--- src/rtl/cwf_pkg.sv ---
package cwf_pkg;

   typedef enum logic [1:0] {
      ST_IDLE = 2'd0,
      ST_REQ  = 2'd1,
      ST_FILL = 2'd2,
      ST_DONE = 2'd3
   } cwf_state_e;

endpackage

--- src/rtl/cwf_word_order.sv ---
// Maps a beat ordinal to its word slot in a wrapping burst.
module cwf_word_order #(
   parameter int WORDS = 4,
   localparam int OFF_W = $clog2(WORDS)
) (
   input  logic [OFF_W-1:0] start,
   input  logic [OFF_W-1:0] ordinal,
   output logic [OFF_W-1:0] slot
);
   // WORDS is a power of two, so dropping the carry is the modulo.
   logic [OFF_W:0] sum;
   assign sum  = {1'b0, start} + {1'b0, ordinal};
   assign slot = sum[OFF_W-1:0];
endmodule

--- src/rtl/cwf_beat_counter.sv ---
// Counts beats of one line and checks the memory's last flag against the count.
module cwf_beat_counter #(
   parameter int WORDS      = 4,
   parameter bit CHECK_LAST = 1'b1,
   localparam int OFF_W = $clog2(WORDS)
) (
   input  logic             clk,
   input  logic             rst_n,
   input  logic             clear,
   input  logic             beat,
   input  logic             last,
   output logic [OFF_W-1:0] count,
   output logic             final_beat,
   output logic             err
);
   localparam logic [OFF_W-1:0] TOP = OFF_W'(WORDS - 1);

   always_ff @(posedge clk) begin
      if (!rst_n || clear) count <= '0;
      else if (beat)       count <= count + 1'b1;
   end

   assign final_beat = beat && (count == TOP);

   generate
      if (CHECK_LAST) begin : g_chk
         assign err = beat && (last != (count == TOP));
      end else begin : g_nochk
         assign err = 1'b0;
      end
   endgenerate
endmodule

--- src/rtl/cwf_refill_ctrl.sv ---
module cwf_refill_ctrl
   import cwf_pkg::*;
#(
   parameter int ADDR_W     = 16,
   parameter int DATA_W     = 32,
   parameter int WORDS      = 4,
   parameter bit CHECK_LAST = 1'b1,
   localparam int OFF_W  = $clog2(WORDS),
   localparam int LINE_W = ADDR_W - OFF_W
) (
   input  logic              clk,
   input  logic              rst_n,
   input  logic              mode_cwf,
   input  logic              miss_valid,
   input  logic [ADDR_W-1:0] miss_addr,
   output logic              miss_ready,
   input  logic              acc_valid,
   output logic              cpu_hold,
   output logic              cpu_fwd_valid,
   output logic [DATA_W-1:0] cpu_fwd_data,
   output logic              mem_req_valid,
   output logic [LINE_W-1:0] mem_req_line,
   output logic [OFF_W-1:0]  mem_req_start,
   input  logic              mem_beat_valid,
   input  logic [DATA_W-1:0] mem_beat_data,
   input  logic              mem_beat_last,
   output logic              fill_we,
   output logic [LINE_W-1:0] fill_line,
   output logic [OFF_W-1:0]  fill_word,
   output logic [DATA_W-1:0] fill_data,
   output logic              line_valid_set,
   output logic [LINE_W-1:0] line_valid_idx,
   output logic              beat_err
);

   generate
      if (WORDS < 2 || (WORDS & (WORDS - 1)) != 0) begin : g_bad_words
         $error("WORDS must be a power of two, at least 2");
      end
      if (ADDR_W <= OFF_W) begin : g_bad_addr
         $error("ADDR_W must exceed the word offset width");
      end
      if (DATA_W < 1) begin : g_bad_data
         $error("DATA_W must be positive");
      end
   endgenerate

   cwf_state_e        state;
   logic [LINE_W-1:0] line_q;
   logic [OFF_W-1:0]  crit_q;
   logic [OFF_W-1:0]  start_q;
   logic              fwd_done_q;

   logic              beat_in;
   logic              final_beat;
   logic              fwd_now;
   logic [OFF_W-1:0]  ordinal;
   logic [OFF_W-1:0]  slot;

   assign beat_in = (state == ST_FILL) && mem_beat_valid;

   cwf_beat_counter #(
      .WORDS      (WORDS),
      .CHECK_LAST (CHECK_LAST)
   ) u_cnt (
      .clk        (clk),
      .rst_n      (rst_n),
      .clear      (state == ST_REQ),
      .beat       (beat_in),
      .last       (mem_beat_last),
      .count      (ordinal),
      .final_beat (final_beat),
      .err        (beat_err)
   );

   cwf_word_order #(
      .WORDS   (WORDS)
   ) u_order (
      .start   (start_q),
      .ordinal (ordinal),
      .slot    (slot)
   );

   assign fwd_now = beat_in && (slot == crit_q) && !fwd_done_q;

   always_ff @(posedge clk) begin
      if (!rst_n) begin
         state      <= ST_IDLE;
         line_q     <= '0;
         crit_q     <= '0;
         start_q    <= '0;
         fwd_done_q <= 1'b0;
      end else begin
         unique case (state)
            ST_IDLE: begin
               if (miss_valid) begin
                  line_q     <= miss_addr[ADDR_W-1:OFF_W];
                  crit_q     <= miss_addr[OFF_W-1:0];
                  start_q    <= mode_cwf ? miss_addr[OFF_W-1:0] : '0;
                  fwd_done_q <= 1'b0;
                  state      <= ST_REQ;
               end
            end
            ST_REQ:  state <= ST_FILL;
            ST_FILL: begin
               if (fwd_now)    fwd_done_q <= 1'b1;
               if (final_beat) state      <= ST_DONE;
            end
            ST_DONE: state <= ST_IDLE;
            default: state <= ST_IDLE;
         endcase
      end
   end

   assign miss_ready     = (state == ST_IDLE);
   assign mem_req_valid  = (state == ST_REQ);
   assign mem_req_line   = line_q;
   assign mem_req_start  = start_q;

   assign fill_we        = beat_in;
   assign fill_line      = line_q;
   assign fill_word      = slot;
   assign fill_data      = mem_beat_data;

   assign cpu_fwd_valid  = fwd_now;
   assign cpu_fwd_data   = mem_beat_data;

   assign line_valid_set = (state == ST_DONE);
   assign line_valid_idx = line_q;

   always_comb begin
      unique case (state)
         ST_IDLE: cpu_hold = miss_valid;
         ST_REQ:  cpu_hold = 1'b1;
         ST_FILL: cpu_hold = fwd_now ? 1'b0 : (fwd_done_q ? acc_valid : 1'b1);
         ST_DONE: cpu_hold = acc_valid;
         default: cpu_hold = 1'b1;
      endcase
   end

endmodule

--- config.mk ---
export PLATFORM = sky130hd
export DESIGN_NAME = cwf_refill_ctrl
export DESIGN_NICKNAME = d
export VERILOG_FILES = /design/src/rtl/cwf_pkg.sv /design/src/rtl/cwf_word_order.sv /design/src/rtl/cwf_beat_counter.sv /design/src/rtl/cwf_refill_ctrl.sv
export SDC_FILE = /design/constraint.sdc
export NUM_CORES = 1
export LEC_CHECK = 0
export ABC_AREA = 1
export ABC_CLOCK_PERIOD_IN_PS = 4500
export BUFFER_PORTS_ARGS = -buffer_cell sky130_fd_sc_hd__buf_4
export CORE_ASPECT_RATIO = 1.2
export CORE_UTILIZATION = 40
export CTS_BUF_LIST = sky130_fd_sc_hd__clkbuf_8
export DETAILED_ROUTE_END_ITERATION = 16
export GPL_TIMING_DRIVEN = 0
export PLACE_DENSITY_LB_ADDON = 0.15
export REMOVE_ABC_BUFFERS = 1
export SLEW_MARGIN = 20
export SYNTH_ARGS = -nofsm -noshare
export SYNTH_HDL_FRONTEND = slang
export SYNTH_HIERARCHICAL = 1
export SYNTH_SLANG_ARGS = --single-unit
--- constraint.sdc ---
create_clock -name clk -period 4.5 [get_ports clk]
set_clock_uncertainty 0.15 [all_clocks]
set_input_delay 1.35 -clock clk [delete_from_list [all_inputs] [get_ports clk]]
set_output_delay 1.35 -clock clk [all_outputs]
set_load 0.01 [all_outputs]
==> reports/qor.yml <==
yosys_warnings: 6
num_rows: 26
hold_path.class: "register to register"
grt_pass1_vias: 1180
dp_hpwl_um: 4630
ant_nets: 0
drv_slew: 0
clk_latency_ns: 0.26
end_kind: "output pin"
start_util_pct: 41.6
synthFlopType: "dfxtp_1"
wl_per_cell_um: 19.8
ys_seq_elements: 23
crit_arrival_ns: 1.99
antenna_cells: 0
portBuffers: 75
drc: 0
via_count: 1333
cp.required_ns: 3.00
cts-buffers-inserted: 3
final_cell_area_um2: 1740
drt_iter0_drc: 51
use_met1_pct: 22.1
synthToLayoutAreaGrowth_pct: -2.12
drive_above_1_share_pct: 40.0
fillCellCount: 458
maxCapViolCount: 0
rsz0062_at_grt: "no"
yosys.cell_types.count: 20
tritoncts: "built"
synth_common_cells: "93 x buf_4, 30 x nor2_1, 28 x nand2_1"
synthTopCellsByArea: "buf_4 39%, dfxtp_1 26%, nor2_1 6.3%"
finalCritPeriodShare_pct: 77.6
grt_max_degree: 20
die-area_um2: 4710
antenna_found_initial: 0
setup_viol: 0
setup_slack_ns: 1.01
gp_congestion: 0.855
powerDensity_nw_per_um2: 552
io_pins: 172
firstDrtPassIters: 4
grt_pass1_wl_um: 7780
synth_top_area_share_pct: 39.4
grt_remaining_overflow: 0
clockBufferDepth: 2
placed_cell_area_um2: 1690
die_y_um: 75.0
hold_buffers: 0
clk_pin_slew_ns: 0.08
total_power_mw: 0.959
route.final.wire_length_um: 5560
fmax_ghz: 0.286
yosysSeqAreaShare_pct: 26.0
synth_cells: 241
async_reset_ff_share_pct: 0
core-area_um2: 4260
hold_violations: 0
cts_setup_buffers: 0
grtUsageTotal_pct: 24.0
grt.busiest_layer: "met2"
post-place-ws_ns: 1.00
status: "finished clean"
use_met2_pct: 37.0
viasPerCell: 4.74
synth_most_common_cell: "buf_4"
relSlewSlack_pct: 80.7
final.setup.tns_ns: 0
peakVddDrop_uv: 211
ctsResizeCount: 0
syn_area_per_cell_um2: 7.36
synth_edf_count: 0
synth_largest_area_cell: "buf_4"
tightest_slew_ns: 0.289
power.leakage_nw: 0.893
crit_type: "input pin to output pin"
die_w_um: 62.8
netlist_area_um2: 1770
met3_usage_pct: 22.6
clkSinkCount: 23
cts_root_buf: "clkbuf_8"
cts-htree-levels: 1
cp_max_fo: 2
final_util_pct: 40.8
layout.nets: 287
fin_crit_ns: 3.49
startpoint_type: "input pin"
[layer usage]
metal | vias up | share of wire [%]
li1 | 617 | -
met1 | 554 | 33
met2 | 151 | 42
met3 | 9 | 22
met4 | 2 | 1.8
met5 | - | 0.47
[registers in the layout (all words and copies together), names as in the netlist]
name / cells
mem_req_start: 2
crit_q: 2
state: 2
u_cnt/count: 2
fill_line: 14
fwd_done_q: 1
[cell type report]
cell class,instances,area (µm²),share of cell area [%]
repair buffers,75,563,32.4
well taps,56,70.1,4.03
flip-flops and latches,23,460,26.5
clock inverters,1,5.00,0.288
inverters,20,80.1,4.61
clock buffers,3,41.3,2.38
multi-input cells,103,517,29.8
[layout by cell type (no fill, tap or decap), drive strengths merged]
cell	Yosys	layout
buf	94	75
ha	6	6
clkinv	0	1
nand3	4	4
dfxtp	23	23
a31o	1	1
inv	20	20
a21oi	9	9
nand2	29	29
clkbuf	1	3
nor2	35	35
xnor2	1	1
o21ai	17	17
nand4	1	1
[worst max-delay path, cell delays in order]
cell and delay (ns):
buf_4 0.11, nand2_1 0.07, nor2_1 0.05, nand3_1 0.10, nand2_1 0.06, a21oi_1 0.12, buf_4 0.14
[worst paths after layout]
kind | from | endpoint | slack (ns) | cells after the start
max reg2reg | state[0] | state[1] | 2.91 | 9
max | mem_beat_valid | cpu_hold | 1.01 | 7
min | crit_q[1] | crit_q[1] | 0.34 | 2
min reg2reg | crit_q[1] | crit_q[1] | 0.34 | 2
[logic make-up after synthesis]
group                      share of synthesized area, %
adders and majority gates                          4.23
buffers and inverters                              44.9
AOI/OAI and AO/OA                                  8.25
xor gates and xnor gates                          0.494
and+or+nand+nor                                    16.1
DFF                                                26.0
[per-stage QoR]
stage | instances | hold WS [ns]
finish | 281 | 0.340
global route | 281 | 0.386
CTS | 281 | 0.344
detailed placement | 277 | 0.330
global placement | 277 | 0.328
floorplan | 146 | 0.308
[power breakdown]
group / switching [mW] / internal [mW]
Clock: 0.0675 / 0.0618
Sequential: 0.0530 / 0.256
Combinational: 0.275 / 0.247
Total: 0.395 / 0.564
Power figures use the tool's default switching activity.
